`src/rtl/accel_slot_mapper.sv`:
```
module accel_slot_mapper #(
  parameter int PERIOD    = 16,
  parameter int CPU_SLOTS = 8,
  parameter int GUARD     = 1,
  parameter int ADDR_W    = 16,
  parameter int IMG_BITS  = 3,
  parameter int ROM_BITS  = 3,
  parameter int unsigned IO_LO  = 32'hD000,
  parameter int unsigned IO_HI  = 32'hDFFF,
  parameter int unsigned COL_LO = 32'hD800,
  parameter int unsigned COL_HI = 32'hDBFF,
  localparam int REG_W = IMG_BITS + ROM_BITS + 1
) (
  input  logic                       clk,
  input  logic                       rst_n,
  input  logic                       host_phi2,
  input  logic                       bank_wr,
  input  logic [REG_W-1:0]           bank_din,
  input  logic                       cpu_req,
  input  logic                       cpu_we,
  input  logic [ADDR_W-1:0]          cpu_addr,
  output logic                       video_own,
  output logic                       cpu_slot,
  output logic                       cpu_rdy,
  output logic                       sram_sel,
  output logic [IMG_BITS+ADDR_W-1:0] sram_addr,
  output logic [ROM_BITS-1:0]        rom_set,
  output logic                       fast_mode,
  output logic                       host_cyc,
  output logic                       host_we,
  output logic [ADDR_W-1:0]          host_addr
);
  localparam int CNT_W    = $clog2(PERIOD);
  localparam int FAST_BIT = IMG_BITS + ROM_BITS;
  localparam logic [CNT_W-1:0] LAST = CNT_W'(PERIOD - 1);

  typedef enum logic [1:0] {ST_IDLE, ST_WAIT, ST_BUS} st_t;

  st_t               st_q;
  logic              phi2_q;
  logic [CNT_W-1:0]  slot_q;
  logic [REG_W-1:0]  bank_q;
  logic [ADDR_W-1:0] haddr_q;
  logic              hwe_q;

  wire phi2_rise  = host_phi2 & ~phi2_q;
  wire phi2_fall  = ~host_phi2 & phi2_q;
  wire in_window  = slot_q < CNT_W'(CPU_SLOTS);
  wire past_guard = slot_q >= CNT_W'(GUARD);
  wire mode_ok    = bank_q[FAST_BIT] | (slot_q == CNT_W'(GUARD));
  wire grant      = in_window & past_guard & mode_ok & (st_q == ST_IDLE);
  wire hit_io     = (32'(cpu_addr) >= IO_LO) & (32'(cpu_addr) <= IO_HI);
  wire hit_col    = (32'(cpu_addr) >= COL_LO) & (32'(cpu_addr) <= COL_HI);
  wire slow_hit   = grant & cpu_req & ((hit_io & cpu_we) | hit_col);

  always_ff @(posedge clk) begin
    if (!rst_n) begin
      phi2_q <= 1'b0;
      slot_q <= LAST;
    end else begin
      phi2_q <= host_phi2;
      if (phi2_rise)
        slot_q <= '0;
      else if (slot_q != LAST)
        slot_q <= slot_q + 1'b1;
    end
  end

  always_ff @(posedge clk) begin
    if (!rst_n)
      bank_q <= '0;
    else if (bank_wr)
      bank_q <= bank_din;
  end

  always_ff @(posedge clk) begin
    if (!rst_n) begin
      st_q    <= ST_IDLE;
      haddr_q <= '0;
      hwe_q   <= 1'b0;
    end else begin
      unique case (st_q)
        ST_IDLE: if (slow_hit) begin
          st_q    <= ST_WAIT;
          haddr_q <= cpu_addr;
          hwe_q   <= cpu_we;
        end
        ST_WAIT: if (phi2_rise) st_q <= ST_BUS;
        ST_BUS:  if (phi2_fall) st_q <= ST_IDLE;
        default: st_q <= ST_IDLE;
      endcase
    end
  end

  assign video_own = ~in_window;
  assign cpu_slot  = grant;
  assign cpu_rdy   = ~slow_hit & (st_q == ST_IDLE);
  assign sram_sel  = grant & cpu_req & ~hit_io;
  assign sram_addr = {bank_q[IMG_BITS-1:0], cpu_addr};
  assign rom_set   = bank_q[FAST_BIT-1:IMG_BITS];
  assign fast_mode = bank_q[FAST_BIT];
  assign host_cyc  = (st_q == ST_BUS);
  assign host_we   = hwe_q;
  assign host_addr = haddr_q;
endmodule

```
`config.mk`:
```
export PLATFORM = sky130hd
export DESIGN_NAME = accel_slot_mapper
export DESIGN_NICKNAME = d
export VERILOG_FILES = /design/src/rtl/accel_slot_mapper.sv
export SDC_FILE = /design/constraint.sdc
export NUM_CORES = 1
export LEC_CHECK = 0
export BUFFER_PORTS_ARGS = -buffer_cell sky130_fd_sc_hd__buf_2
export CORE_AREA = 2 2 62 58
export DETAILED_ROUTE_END_ITERATION = 10
export DIE_AREA = 0 0 64 60
export MAX_ROUTING_LAYER = met4
export PLACE_DENSITY_LB_ADDON = 0.1
export SYNTH_ARGS = -nofsm -noshare
export SYNTH_HDL_FRONTEND = slang
export SYNTH_SLANG_ARGS = --single-unit
```
`constraint.sdc`:
```
create_clock -name clk -period 3.5 [get_ports clk]
set_input_delay 0.525 -clock clk [delete_from_list [all_inputs] [get_ports clk]]
set_output_delay 0.525 -clock clk [all_outputs]
set_load 0.02 [all_outputs]
```
# [After elaboration in Yosys (flattened, before gate mapping)]
# Index checks and enable logic that the tools add are counted.
[classes] add_sub_neg=1 order_cmp=6 eq_ne=7 muxes=6 n_bitwise=19 n_reduce_logical=4
[ops] cell="$ge 16x16->1 const B" n=2
[ops] cell="$le 16x16->1 const B" n=2
[ops] cell="$and 1x1->1" n=12
[ops] cell="$mux 4" n=2
[ops] cell="$mux 2" n=3
[ops] cell="$pmux 2 s3" n=1
[ops] cell="$not 1->1" n=5
[ops] cell="$add 4x1->4 const B" n=1
[ops] cell="$eq 4x1->1 const B" n=1
[ops] cell="$ge 4x1->1 const B" n=1
[ops] cell="$lt 4x4->1 const B" n=1
[ops] cell="$ne 2x2->1 const B" n=2
[ops] cell="$ne 4x4->1 const B" n=1
[ops] cell="$reduce_and 3->1" n=1
[ops] cell="$eq 2x1->1 const B" n=1
[ops] cell="$eq 2x2->1 const B" n=1
[ops] cell="$logic_not 2->1" n=1
[ops] cell="$ne 2x1->1 const B" n=1
[ops] cell="$or 1x1->1" n=2
[ops] cell="$reduce_and 2->1" n=1
[ops] cell="$reduce_bool 2->1" n=1
[word_totals] ff_bits=31 inputBits=29 output_inout_bits=45 wordCells=49

# [Longest topological paths before layout]
# Gate-level depths: netlist (run 1).
[depth] ltp_word=8 mapped_depth=8 depth_no_buf=6

# [Worst setup path after synthesis (run 1)]
# No wires, ideal clock.
[synth_timing] path_type="flip-flop to output port" startpoint="register slot_q[0]" endpoint="output port sram_sel" t_arrival_ns=1.838 required_time_ns=2.975 slack_ns=1.137 stages_incl_launch_ff=7 n_path_buf=0 cell_sequence="dfxtp_1 > inv_1 > ha_1 > nand2b_1 > a21oi_1 > nor4_1 > and3_1"
[synth_between] elab_chain_cells=6
[synth_rtl] item="start: declaration" line_no="41" source="logic [CNT_W-1:0] slot_q;"
[synth_rtl] item="start signal: assignment" line_no="65" source="slot_q <= slot_q + 1'b1;"
[synth_rtl] item="$lt 4x4->1 (tied with other cells)" line_no="48" source="wire in_window = slot_q < CNT_W'(CPU_SLOTS);"
[synth_rtl] item="$and 1x1->1 or $or 1x1->1 (tied branches)" line_no="51, 50"
[synth_rtl] item="$and 1x1->1 (*) (2 in series)" line_no="51" source="wire grant = in_window & past_guard & mode_ok & (st_q == ST_IDLE);"
[synth_rtl] item="named net cpu_slot" line_no="23" source="output logic cpu_slot,"
[synth_rtl] item="$and 1x1->1 (*) (2 in series)" line_no="98" source="assign sram_sel = grant & cpu_req & ~hit_io;"
[synth_rtl] item="end: declaration" line_no="25" source="output logic sram_sel,"
# Mark *: on every way through the listed nets, which the timed path passes. The rest lies on a longest branch.

# [Worst setup path after layout (run 1)]
[layout_timing] startpoint="register slot_q[1]" endpoint="output port sram_sel"
[layout_between] elab_chain_cells=6
[layout_rtl] item="$lt 4x4->1 (tied with other cells)" line_no="48"
[layout_rtl] item="$and 1x1->1 or $or 1x1->1 (tied branches)" line_no="51, 50"
[layout_rtl] item="$and 1x1->1 (*) (2 in series)" line_no="51"
[layout_rtl] item="$and 1x1->1 (*) (2 in series)" line_no="98"
# Every way passes the cells marked *; elsewhere a longest branch is shown, timed or not.

==> impl_metrics.tcl, run 1 <==
set metrics [dict create \
    status "complete, no violations" \
    grt_max_degree 45 \
    synth.avg_cell_area_um2 9.42 \
    clock_sinks 31 \
    grt_antenna_before_repair 0 \
    maxSlewViolCount 0 \
    min_path_type "flip-flop to flip-flop" \
    gp_congestion 0.707 \
    routed_wl_mm 2.72 \
    period_share 0.673 \
    syn-instance-count 151 \
    dieArea_mm2 0.00384 \
    hold_start "host_addr[13]" \
    cp_top_family "simple AND/OR/NAND/NOR gates" \
    max_slew_margin 0.546 \
    p_total_uw 697 \
    synthDistinctLibCells 28 \
    fin_nets 240 \
    path_buf_inv 2 \
    startpoint_type "flip-flop" \
    hold_viol 0 \
    root_buffer "clkbuf_4" \
    cts_setup_buffers 0 \
    overflow 0 \
    start_util 0.441 \
    worstRegToRegCells 4 \
    grt_pass1_wl_mm 4.32 \
    holdWs_ns 0.429 \
    rsz0062_at_grt "no" \
    worstPathArrival_ns 1.83 \
    numPortBuffers 73 \
    synth_nets 183 \
    end_kind "output pin" \
    ys_ff_latch 31 \
    crit_start "slot_q[1]" \
    drcViolationCount 0 \
    ios 74 \
    drv_cap 0 \
    synth_area_mm2 0.00142 \
    fin_worst_skew_ns 0.00737 \
    vdd_ir_drop_max_uv 163 \
    timing.reg2reg.setup_slack_ns 1.64 \
    hpwl_mm 2.04 \
    die_y_um 60 \
    p_per_area_mw_per_mm2 400 \
    pre_cts_ws_ns 1.36 \
    critPathKind "flip-flop to output pin" \
    first_iter_violations 18 \
    cts_buffers 5 \
    core_mm2 0.00323 \
    area_growth_syn_to_layout_pct 22.4 \
    vias 1153 \
    antenna_left 0 \
    max_stage_delay_ns 0.39 \
    wl_per_cell_um 10.8 \
    first_global_vias 1047 \
    die_x_um 64 \
    post_drt_via_cell_ratio 4.58 \
    num_antenna_cells 0 \
    cp_max_fo 4 \
    drive_gt1_frac 0.394 \
    timing.fmax_mhz 424 \
    rows 20 \
    insertion_delay_ns 0.32 \
    yosysSeqAreaShare 0.436 \
    cts_max_path_buffers 2 \
    r2r_start "slot_q[3]" \
    setup_viol 0 \
    layout_setup_ws_ns 1.14 \
    firstDrtPassIters 3 \
    worst_pin_slew_ns 0.681 \
    r2r-end "host_addr[2]" \
    cp.required_ns 2.97 \
    hold_depth 2 \
    cts.clk_slew.worst_paths_ns 0.09 \
    ys_warn_count 0 \
    tns_ns 0 \
    hold_buffers 0 \
    holdPathEnd "host_addr[13]" \
    critPathSlowestCell "dfxtp_1" \
    p_leak_uw 0.000866 \
    cts_tree "yes" \
    cts_max_level 2 \
    grt_usage 0.152 \
    period_needed_ns 2.36 \
    ctsResizeCount 0 \
    cp_cell_sequence "inv_1, ha_1, nor2b_1, a21oi_1, nor4_1, and3_1, buf_2" \
]
==> logic make-up after synthesis <==
family | after synthesis | synth area share
AOI/OAI and AO/OA | 12 | 0.0528
xor gates and xnor gates | 1 | 0.00616
muxes | 22 | 0.155
and+or+nand+nor | 54 | 0.191
buffers and inverters | 28 | 0.133
DFF | 31 | 0.436
adders and majority gates | 3 | 0.0264
==> cells in the final DEF, fill, tap and decap left out, types with 2 or more instances in the layout <==
cell type / count
nor2b_1: 10
clkbuf_4: 5
o21ai_0: 4
nand2b_1: 2
nand3_1: 2
inv_1: 4
a21oi_1: 2
o21a_1: 4
nand2_1: 28
nor2_1: 3
ha_1: 3
mux2i_1: 22
buf_2: 73
dfxtp_1: 31
==> where the power goes <==
| group | leakage [uW] | internal [uW] | switching, uW | total, uW |
|---|---|---|---|---|
| clock | 0.0000341 | 92.8 | 111 | 204 |
| combinational | 0.000579 | 50.0 | 65.7 | 116 |
| sequential | 0.000253 | 365 | 12.1 | 377 |
==> flip-flops by register name, indices dropped and copies added (netlist names) <==
name / cells
phi2_q: 1
st_q: 2
slot_q: 4
host_addr: 16
host_we: 1
bank_q: 7
==> how the worst max path moves through the flow <==
stage / end / slack (ns) / depth (start not counted)
final: sram_sel / 1.14 / 7
after global routing: cpu_rdy / 0.99 / 7
after CTS: sram_sel / 1.11 / 7
after detailed placement: cpu_rdy / 1.36 / 5
after global placement: cpu_rdy / 1.40 / 5
after floorplan: sram_sel / 1.14 / 6
==> layer usage <==
| layer | track usage | wire length [um] | vias to the layer above | part of all wire |
|---|---|---|---|---|
| li1 | - | - | 595 | - |
| met4 | 0.0745 | 44 | 0 | 0.016 |
| met1 | 0.160 | 1140 | 507 | 0.42 |
| met5 | - | 0 | - | 0 |
| met3 | 0.0546 | 237 | 6 | 0.087 |
| met2 | 0.257 | 1300 | 45 | 0.48 |
==> worst reg2reg max path: cells and delay by family, from the launching register on <==
family / cells / cell delay (ns)
simple gates: 2 / 0.86
mux: 1 / 0.23
buf+inv: 1 / 0.33
flops: 1 / 0.37
==> cell type report <==
cell class                      instances  area (um^2)
Clock buffer                            6         51.3
Clock inverter                          1         5.00
Fill cell                             313         1490
Inverter                                4         15.0
Multi-Input combinational cell         92          622
Sequential cell                        31          621
Tap cell                               44         55.1
Timing Repair Buffer                   74          373
==> cells in the mapped netlist (all sizes together) <==
library cell / count / area [um^2]
and2: 1 / 6.26
nand2: 28 / 105
o31ai: 1 / 7.51
xnor2: 1 / 8.76
o21ai: 4 / 20.0
a21boi: 1 / 7.51
mux2i: 22 / 220
and3: 1 / 6.26
nand3b: 1 / 7.51
inv: 4 / 15.0
clkbuf: 6 / 22.5
nor4: 2 / 18.8
dfxtp: 31 / 621
a21oi: 2 / 10.0
nor3: 1 / 5.00
ha: 3 / 37.5
buf: 18 / 151
nor2: 3 / 11.3
nand3: 2 / 10.0
nor3b: 1 / 7.51
nor2b: 10 / 62.6
nand4b: 1 / 8.76
o21a: 4 / 30.0
nand2b: 2 / 12.5
or4b: 1 / 10.0
==> per-stage QoR <==
stage,util,cells,cell area (um^2)
floorplan,-,151,1420
global placement,0.522,245,1690
detailed placement,0.522,245,1690
CTS,0.540,252,1740
global route,0.540,252,1740
finish,0.540,252,1740
No activity file was read; power rests on OpenSTA's default activity.
==> inputs of run 2 (changes only) <==
- CORE_AREA: 2 2 62 58 -> 2 2 66 62
- DIE_AREA: 0 0 64 60 -> 0 0 68 64
- clock period: 3.5 -> 1.9 ns (I/O delays scaled with it)
==> impl_metrics.tcl, run 2 (same netlist as run 1, synthesis figures left out) <==
set metrics [dict create \
    status "finished with violations" \
    failed_checks "negative setup slack" \
    grt_pass1_wl_mm 4.88 \
    p_per_area_mw_per_mm2 771 \
    firstDrtPassIters 4 \
    tns_ns -0.0189 \
    final_cell_mix "buf_2, nand2_1, dfxtp_1" \
    hpwl_mm 2.28 \
    critPathSlowestCell "dfxtp_2" \
    clock_sinks 31 \
    die_x_um 68 \
    area_growth_syn_to_layout_pct 35.0 \
    worst_pin_slew_ns 0.666 \
    cts_max_path_buffers 2 \
    wl_per_cell_um 12.1 \
    cts_max_level 2 \
    post_drt_via_cell_ratio 4.73 \
    layout_setup_ws_ns -0.0189 \
    dieArea_mm2 0.00435 \
    grt_antenna_before_repair 0 \
    critPathKind "flip-flop to output pin" \
    cts_tree "yes" \
    fillCellCount 337 \
    grt_usage 0.157 \
    fin_cells 261 \
    hold_buffers 0 \
    setup_viol 1 \
    vdd_ir_drop_max_uv 400 \
    root_buffer "clkbuf_8" \
    place_inst 251 \
    numPortBuffers 73 \
    start_util 0.392 \
    rsz0062_at_grt "yes" \
    maxSlewViolCount 0 \
    rows 21 \
    end_kind "output pin" \
    largest_register_ffs 16 \
    core_mm2 0.00363 \
    gp_congestion 0.767 \
    antenna_left 0 \
    min_path_type "primary input to flip-flop" \
    overflow 0 \
    holdWs_ns 0.222 \
    fin_worst_skew_ns 0.00219 \
    startpoint_type "flip-flop" \
    num_antenna_cells 0 \
    cp_cell_sequence "inv_4, ha_4, nor2b_4, a21oi_4, nor4_4, and3_1, buf_6" \
    cp.required_ns 1.62 \
    cts_buffers 5 \
    max_stage_delay_ns 0.35 \
    insertion_delay_ns 0.28 \
    drv_cap 0 \
    die_y_um 64 \
    p_leak_uw 0.000929 \
    first_iter_violations 83 \
    timing.fmax_mhz 521 \
    max_slew_margin 0.556 \
    vias 1235 \
    final_common_cell "buf_2" \
    fin_nets 247 \
    period_needed_ns 1.92 \
    routed_wl_mm 3.15 \
    cp_top_family "simple AND/OR/NAND/NOR gates" \
    path_buf_inv 2 \
    period_share 1.01 \
    cp_max_fo 4 \
    worstPathArrival_ns 1.63 \
    drcViolationCount 0 \
    drive_gt1_frac 0.474 \
    hold_viol 0 \
    grt_max_degree 45 \
    ios 74 \
    first_global_vias 1179 \
    cts.clk_slew.worst_paths_ns 0.06 \
]
==> run 2: where the power goes <==
| group | internal, uW | total [uW] | switching (uW) |
|---|---|---|---|
| Clock | 283 | 517 | 233 |
| Combinational | 121 | 264 | 143 |
| Sequential | 676 | 701 | 25.1 |
| Total | 1080 | 1480 | 401 |
==> run 2: metal layers <==
metal	vias up	part of all wire	global-route usage
li1	610	-	-
met1	576	0.42	0.159
met2	44	0.49	0.257
met3	5	0.070	0.0440
met4	0	0.019	0.108
met5	-	0	-
==> run 2: metrics by stage <==
step                      cell area, um^2  utilization  total power, uW  setup slack, ns
after detailed placement             1730        0.477              933           0.0701
final                                1920        0.530             1480          -0.0189
after global routing                 1920        0.530             1560          -0.0874
after global placement               1730        0.477              925            0.173
after CTS                            1830        0.506             1460           0.0114
after floorplan                      1430            -              870         0.000791
==> run 2: final timing paths <==
| path | slack (ns) | endpoint | cells after the start | start |
|---|---|---|---|---|
| setup reg to reg | 0.16 | host_addr[9] | 8 | slot_q[1] |
| hold / removal | 0.22 | phi2_q | 2 | host_phi2 |
| hold reg to reg | 0.43 | host_addr[13] | 2 | host_addr[13] |
| setup / recovery | -0.02 | sram_sel | 7 | slot_q[1] |
==> run 2: cell type report <==
type                    count  area, um^2  share of cell area
clock buffers               6        82.6              0.0430
well taps                  46        57.6              0.0300
flip-flops and latches     31         627               0.326
multi-input cells          92         697               0.363
repair buffers             81         434               0.226
clock inverters             1        5.00             0.00261
inverters                   4        17.5             0.00912
==> run 2: repair_timing <==
action / 4_1_cts / 5_1_grt
gates resized for setup: 4 / 17
endpoints found under the setup margin: 2 / 4
pin swaps: 1 / 4
setup buffers: 1 / 2
==> run 2: worst register-to-register path, stage by stage (launching register included) <==
cell     delay (ns)
dfxtp_2        0.35
inv_4          0.08
ha_4           0.12
nor2b_4        0.14
a21oi_4        0.05
nor4_4         0.31
buf_4          0.16
buf_4          0.22
mux2i_1        0.23
==> inputs of run 3 (changes only) <==
- ABC_AREA: unset -> 1
- CORE_AREA: 2 2 66 62 -> 2 2 69 64
- DIE_AREA: 0 0 68 64 -> 0 0 71 66
- PLACE_DENSITY: unset -> 0.73
- PLACE_DENSITY_LB_ADDON: 0.1 -> unset
==> impl_metrics.tcl, run 3 <==
set metrics [dict create \
    first_global_vias 1240 \
    hold_start "bank_din[5]" \
    overflow 0 \
    firstDrtPassIters 4 \
    syn-instance-count 203 \
    rows 22 \
    die_y_um 66 \
    p_per_area_mw_per_mm2 742 \
    drcViolationCount 0 \
    hold_depth 3 \
    rsz0062_at_grt "no" \
    synth.avg_cell_area_um2 7.74 \
    maxSlewViolCount 0 \
    cts.clk_slew.worst_paths_ns 0.06 \
    drv_cap 0 \
    hold_buffers 0 \
    synth_top_cells_by_count "nor2_1, dfxtp_1, inv_1" \
    start_util 0.394 \
    wl_per_cell_um 10.5 \
    worst_pin_slew_ns 0.384 \
    final_cell_mix "buf_2, nor2_1, dfxtp_1" \
    gp_congestion 0.792 \
    period_needed_ns 1.78 \
    r2r_start "slot_q[0]" \
    largest_register_ffs 16 \
    synth_nets 235 \
    yosys-top-cells-area "dfxtp_1, nor2_1, buf_4, nor2_2, nand4_1" \
    drive_gt1_frac 0.433 \
    critPathKind "flip-flop to output pin" \
    cts_buffers 5 \
    ios 74 \
    ys_ff_latch 31 \
    numPortBuffers 73 \
    synth_top_area_share 0.395 \
    cts_tree "yes" \
    routed_wl_mm 3.28 \
    grt_pass1_wl_mm 5.32 \
    vias 1435 \
    async_reset_ff_frac 0 \
    pre_cts_ws_ns 0.266 \
    root_buffer "clkbuf_8" \
    grt_max_degree 25 \
    yosysSeqAreaShare 0.395 \
    status "complete, no violations" \
    period_share 0.937 \
    fillCellCount 423 \
    final_common_cell "buf_2" \
    vdd_ir_drop_max_uv 469 \
    clock_sinks 31 \
    core_mm2 0.00399 \
    ys_warn_count 0 \
    worstPathArrival_ns 1.50 \
    antenna_left 0 \
    ys.flop_type "dfxtp_1" \
    area_growth_syn_to_layout_pct 23.6 \
    holdPathEnd "bank_q[5]" \
    post_drt_via_cell_ratio 4.61 \
    cts_max_path_buffers 2 \
    dieArea_mm2 0.00469 \
    fin_worst_skew_ns 0.00494 \
    startpoint_type "flip-flop" \
    num_antenna_cells 0 \
    hold_viol 0 \
    worstRegToRegCells 10 \
    insertion_delay_ns 0.27 \
    timing.reg2reg.setup_slack_ns 0.41 \
    cp_max_fo 4 \
    die_x_um 71 \
    synth_edf_count 0 \
    hpwl_mm 2.48 \
    timing.fmax_mhz 562 \
    grt_antenna_before_repair 0 \
    place_inst 305 \
    holdWs_ns 0.231 \
    r2r-end "host_addr[1]" \
    first_iter_violations 42 \
    tns_ns 0 \
    yosys.area.top_type "dfxtp_1" \
    max_slew_margin 0.744 \
    setup_viol 0 \
    end_kind "output pin" \
    fin_cells 311 \
    min_path_type "primary input to flip-flop" \
    cts_max_level 2 \
    yosysMostFrequentCell "nor2_1" \
    synth_area_mm2 0.00157 \
    cp.required_ns 1.62 \
    fin_nets 296 \
    layout_setup_ws_ns 0.119 \
    crit_start "slot_q[0]" \
    synthDistinctLibCells 25 \
    grt_usage 0.151 \
    p_leak_uw 0.00105 \
]
run 3: where the power goes:
part	switching, uW	internal [uW]
clock	214	243
sequential	21.2	680
combinational	180	103
run 3: metal layers:
metal	part of all wire	wire length (um)	vias to the layer above	global-route usage
li1	-	-	744	-
met1	0.46	1510	642	0.175
met2	0.46	1520	44	0.241
met3	0.056	183	5	0.0503
met4	0.020	64	0	0.0637
met5	0	0	-	-
run 3: kinds of logic after synthesis:
logic type | share of synthesized area
AND/OR/NAND/NOR | 0.346
flip-flops | 0.395
adder cells (fa/ha/maj) | 0.0239
buffers and inverters | 0.166
AO/OA/AOI/OAI | 0.0693
run 3: how the worst max path moves through the flow:
stage | endpoint | slack [ns]
global placement | cpu_rdy | 0.29
finish | cpu_rdy | 0.12
global route | cpu_rdy | 0.02
CTS | cpu_rdy | 0.04
detailed placement | cpu_rdy | 0.27
floorplan | cpu_rdy | 0.05
run 3: worst max-delay path, cell delays in order, from the launching register on:
cell and delay (ns):
dfxtp_2 0.34, inv_2 0.08, ha_2 0.19, nand2_4 0.05
nand2_4 0.08, nand2_4 0.05, nand3b_4 0.10, nor2_8 0.04
nor3_2 0.13, buf_4 0.17
run 3: what timing repair did:
item                       CTS  global route
resized for setup            2             6
setup endpoints to repair    1             3
buffers inserted             0             0
cloned                       0             0
run 3: layout make-up:
type                       instances  area [um^2]  share of cell area
timing repair buffer              76          393               0.202
sequential                        31          623               0.321
tap                               48         60.1              0.0309
multi-input combinational        124          697               0.359
inverter                          26         97.6              0.0502
clock buffer                       6         72.6              0.0373
run 3: metrics by stage:
step	area (um^2)	util	total power [uW]
finish	1940	0.487	1440
global route	1940	0.487	1530
CTS	1940	0.485	1460
detailed placement	1860	0.465	996
global placement	1860	0.465	992
floorplan	1570	-	922
